--- config.mk ---
export PLATFORM = sky130hd
export DESIGN_NAME = frame_pattern_gen
export DESIGN_NICKNAME = d
export VERILOG_FILES = /design/src/rtl/frame_pattern_gen.sv
export SDC_FILE = /design/constraint.sdc
export NUM_CORES = 1
export LEC_CHECK = 0
export ABC_CLOCK_PERIOD_IN_PS = 4700
export BUFFER_PORTS_ARGS = -buffer_cell sky130_fd_sc_hd__buf_2
export CAP_MARGIN = 20
export CORE_AREA = 2 2 70 72
export CTS_CLUSTER_DIAMETER = 40
export CTS_CLUSTER_SIZE = 28
export DETAILED_ROUTE_END_ITERATION = 10
export DIE_AREA = 0 0 72 74
export HOLD_SLACK_MARGIN = 0.15
export RECOVER_POWER = 25
export SLEW_MARGIN = 20
export SYNTH_ARGS = -nofsm -noshare
export SYNTH_HDL_FRONTEND = slang
export SYNTH_SLANG_ARGS = --single-unit
--- constraint.sdc ---
create_clock -name clk -period 4.7 [get_ports clk]
set_input_delay 0 -clock clk [delete_from_list [all_inputs] [get_ports clk]]
set_output_delay 0 -clock clk [all_outputs]
set_load 0.005 [all_outputs]
--- src/rtl/frame_pattern_gen.sv ---
module frame_pattern_gen #(
  parameter int FRAME_LEN   = 256,
  parameter int TICK_CYCLES = 50_000_000,
  parameter int MSG_LEN     = 12,
  parameter logic [8*MSG_LEN-1:0] MSG = "Test string."
) (
  input  logic       clk,
  input  logic       rst,
  input  logic       run,
  input  logic       out_ready,
  output logic       out_valid,
  output logic [7:0] out_data,
  output logic       out_first,
  output logic       out_last
);
  localparam int IW = (FRAME_LEN > 2) ? $clog2(FRAME_LEN) : 1;
  localparam int PW = (TICK_CYCLES > 2) ? $clog2(TICK_CYCLES) : 1;

  logic [PW-1:0]        pace;
  logic [IW-1:0]        idx;
  logic [1:0]           fsel;
  logic                 busy, pend;
  logic                 tick, xfer, at_end, done, start;
  logic [8*MSG_LEN-1:0] shifted;

  assign tick   = run && (pace == '0);
  assign xfer   = busy && out_ready;
  assign at_end = (idx == IW'(FRAME_LEN - 1));
  assign done   = xfer && at_end;
  assign start  = run && (tick || pend) && (!busy || done);

  always_ff @(posedge clk) begin
    if (rst) begin
      pace <= '0;
      pend <= 1'b0;
      busy <= 1'b0;
      idx  <= '0;
      fsel <= 2'd0;
    end else begin
      if (!run || pace == PW'(TICK_CYCLES - 1)) pace <= '0;
      else                                      pace <= pace + PW'(1);
      pend <= run && !start && (pend || tick);
      if (start) begin
        busy <= 1'b1;
        idx  <= '0;
      end else if (done) begin
        busy <= 1'b0;
      end else if (xfer) begin
        idx <= idx + IW'(1);
      end
      if (done && fsel != 2'd2) fsel <= fsel + 2'd1;
    end
  end

  assign shifted   = MSG << {idx, 3'b000};
  assign out_valid = busy;
  assign out_first = busy && (idx == '0);
  assign out_last  = busy && at_end;
  assign out_data  = (busy && fsel == 2'd1 && int'(idx) < MSG_LEN) ?
                     shifted[8*MSG_LEN-1 -: 8] : 8'h00;
endmodule

==> out/metrics.cfg <==
[run_status]
outcome=finished clean

[critical_path]
critPathKind=register to register
r2r_slack_ps=2040
critPathLaunchType=register
critPathCaptureType=register
critical_path.max_fanout=25
cp.arrival_ps=2790
critPathRequiredTime_ps=4830

[job]
cap_violations=0

[timing]
setup_violations=0
finalHoldViolations=0
fin_skew_ps=8.23
fin_setup_tns_ps=0
maxSlewViolCount=0
fin_crit_sh_pct=56.6
hold_slack_ps=477
fin_ws_ps=2040
timing.fmax_ghz=0.376
max-slew-margin-rel_pct=22.2
fin_crit_ps=2660
rsz0062_at_grt=false
tightest_slew_ps=1170

[logic_synthesis]
syn_nets=271
synth_area_leaders=dfxtp_1 36%, a21oi_1 5.2%, nor2_1 5.1%, nand3_1 4.2%, xor2_1 4.1%
synth_edf_count=0
synth_seq_cells=38
synth_area_um2=2130
synth.largest_area_cell=dfxtp_1
avgSynthCellArea_um2=8.16
synth_top_area_share_pct=35.7
yosys_warnings=0
synth-seq-area-share_pct=35.7
synthDistinctLibCells=45
synth_ff_type=dfxtp_1
async_flop_share_pct=0
syn_inst=261

[clock_tree]
clk_path_buf_depth=2
cts_htree_levels=2
clk_pin_slew_ps=80
clock-sinks=38
cts_tree=built
clk_latency_ps=290
cts_made_buffers=5
cts_setup_buffers=0
cts_root_buf=clkbuf_8
postCtsResizedCells=0

[global_routing]
antenna_found_initial=0
grt_pass1_wl_um=8270
grt_overflow=0
grt_max_degree=26
grt_usage_pct=19.7
grt_pass1_vias=1783

[floorplanning]
die_area_um2=5330
rows=25
dieHeight_um=74
ios=15
start_util_pct=46.3
die_w_um=72
coreArea_um2=4600

[placement]
dp_hpwl_um=3290
place_congestion=0.801
dp_slack_ps=2580
placed_cell_area_um2=2220
io_buffer_count=13

[drt]
vias=1906
drt_pass1_iterations=5
routed_wl_um=4700
drt_iter0_markers=71
detail-route-antenna-nets=0
viasPerCell=5.78
drc=0
routedWlPerCell_um=14.2

[layout]
n_fill_cell=467
final_nets=285
final_cell_area_um2=2380
drive_above_1_share_pct=10.1
mostFrequentLayoutCells=38 x dfxtp_1, 29 x nor2_1, 22 x a21oi_1, 18 x nand3_1, 15 x nand2_1
final_common_cell=dfxtp_1
syn2layout_area_growth_pct=11.7
n_antenna_cell=0

[pwr]
ir_drop_mv=0.247
p_per_area_nw_per_um2=297
p_leak_nw=0.831
p_total_mw=0.707

[min_path]
hp-class=input port to register

==> per-layer routing <==
| metal | vias to the layer above | GRT usage, % | share of wire, % | wire length (um) |
|---|---|---|---|---|
| li1 | 991 | - | - | - |
| met1 | 885 | 25.8 | 49 | 2300 |
| met2 | 22 | 32.3 | 47 | 2220 |
| met3 | 8 | 4.20 | 2.3 | 109 |
| met4 | 0 | 7.34 | 1.5 | 70 |
| met5 | - | 0 | 0 | 0 |
==> cells by family (layout without fill, tap and decap cells) <==
family | count (synthesis) | count (layout) | synth area share [%]
other | 1 | 1 | 0.176
adders and majority gates | 6 | 6 | 3.52
buffers and inverters | 18 | 33 | 3.93
xor gates and xnor gates | 19 | 19 | 7.81
muxes | 2 | 2 | 0.940
DFF | 38 | 38 | 35.7
and+or+nand+nor | 124 | 124 | 31.9
AOI/OAI and AO/OA | 53 | 53 | 16.0
==> metrics by stage <==
step / util [%] / instances
floorplan: - / 261
global placement: 48.2 / 319
detailed placement: 48.2 / 319
CTS: 52.0 / 330
global route: 51.8 / 330
finish: 51.8 / 330
==> worst max-delay path: stages, from the launching register on <==
cell and delay (ps):
dfxtp_1 430, ha_1 280, and3_1 230, nand4_1 260, o31ai_2 290, clkbuf_1 890
nor2_1 120
==> state kept, by name, summed over array words and instances, names as in the netlist <==
| name | count |
|---|---|
| out_valid | 1 |
| idx | 8 |
| pend | 1 |
| pace | 26 |
| fsel | 2 |
==> cells in the mapped netlist (2+ instances only) <==
cell and count:
dfxtp_1 38, nor2_1 29, a21oi_1 22, nand3_1 18, nand2_1 15, nand4_1 10
xor2_1 10, xnor2_1 9, inv_1 8, o21ai_0 8, and3_1 7, nor4_1 7
o31ai_1 7, ha_1 6, nor2b_1 5, nor3_1 5, and4_1 4, clkbuf_1 4
or3_1 4, or4_1 4, a211oi_1 3, a221oi_1 3, and2_1 3, nand2b_1 3
buf_1 2, buf_4 2, mux2i_1 2, nand4_2 2, o2111ai_1 2, or2_2 2
or3_2 2, or4_4 2
==> worst paths after layout <==
kind	from	end	cells past startpoint
min reg2reg	pace[0]$_SDFF_PP0_	pace[0]$_SDFF_PP0_	1
max	pace[0]$_SDFF_PP0_	pace[8]$_SDFF_PP0_	6
min	rst	fsel[0]$_SDFFE_PP0P_	3
max reg2reg	pace[0]$_SDFF_PP0_	pace[8]$_SDFF_PP0_	6
==> where the power goes <==
part / total [mW] / internal (mW) / switching [mW]
combinational: 0.0319 / 0.0138 / 0.0181
clock: 0.344 / 0.226 / 0.117
sequential: 0.331 / 0.325 / 0.00672
total: 0.707 / 0.565 / 0.142
==> area by class of cell <==
cell class	instances	area (um2)	area share, %
clock inverters	2	60.1	2.52
repair buffers	17	95.1	3.99
flip-flops and latches	38	761	31.9
inverters	8	30.0	1.26
clock buffers	6	82.6	3.47
well taps	54	67.6	2.84
multi-input cells	205	1280	54.0
==> repair_timing <==
item,4_1_cts,5_1_grt
endpoints found under the hold margin,5,0
setup endpoints to repair,0,0
hold buffers,3,0
Note: power is estimated with default switching activity, not from simulation.
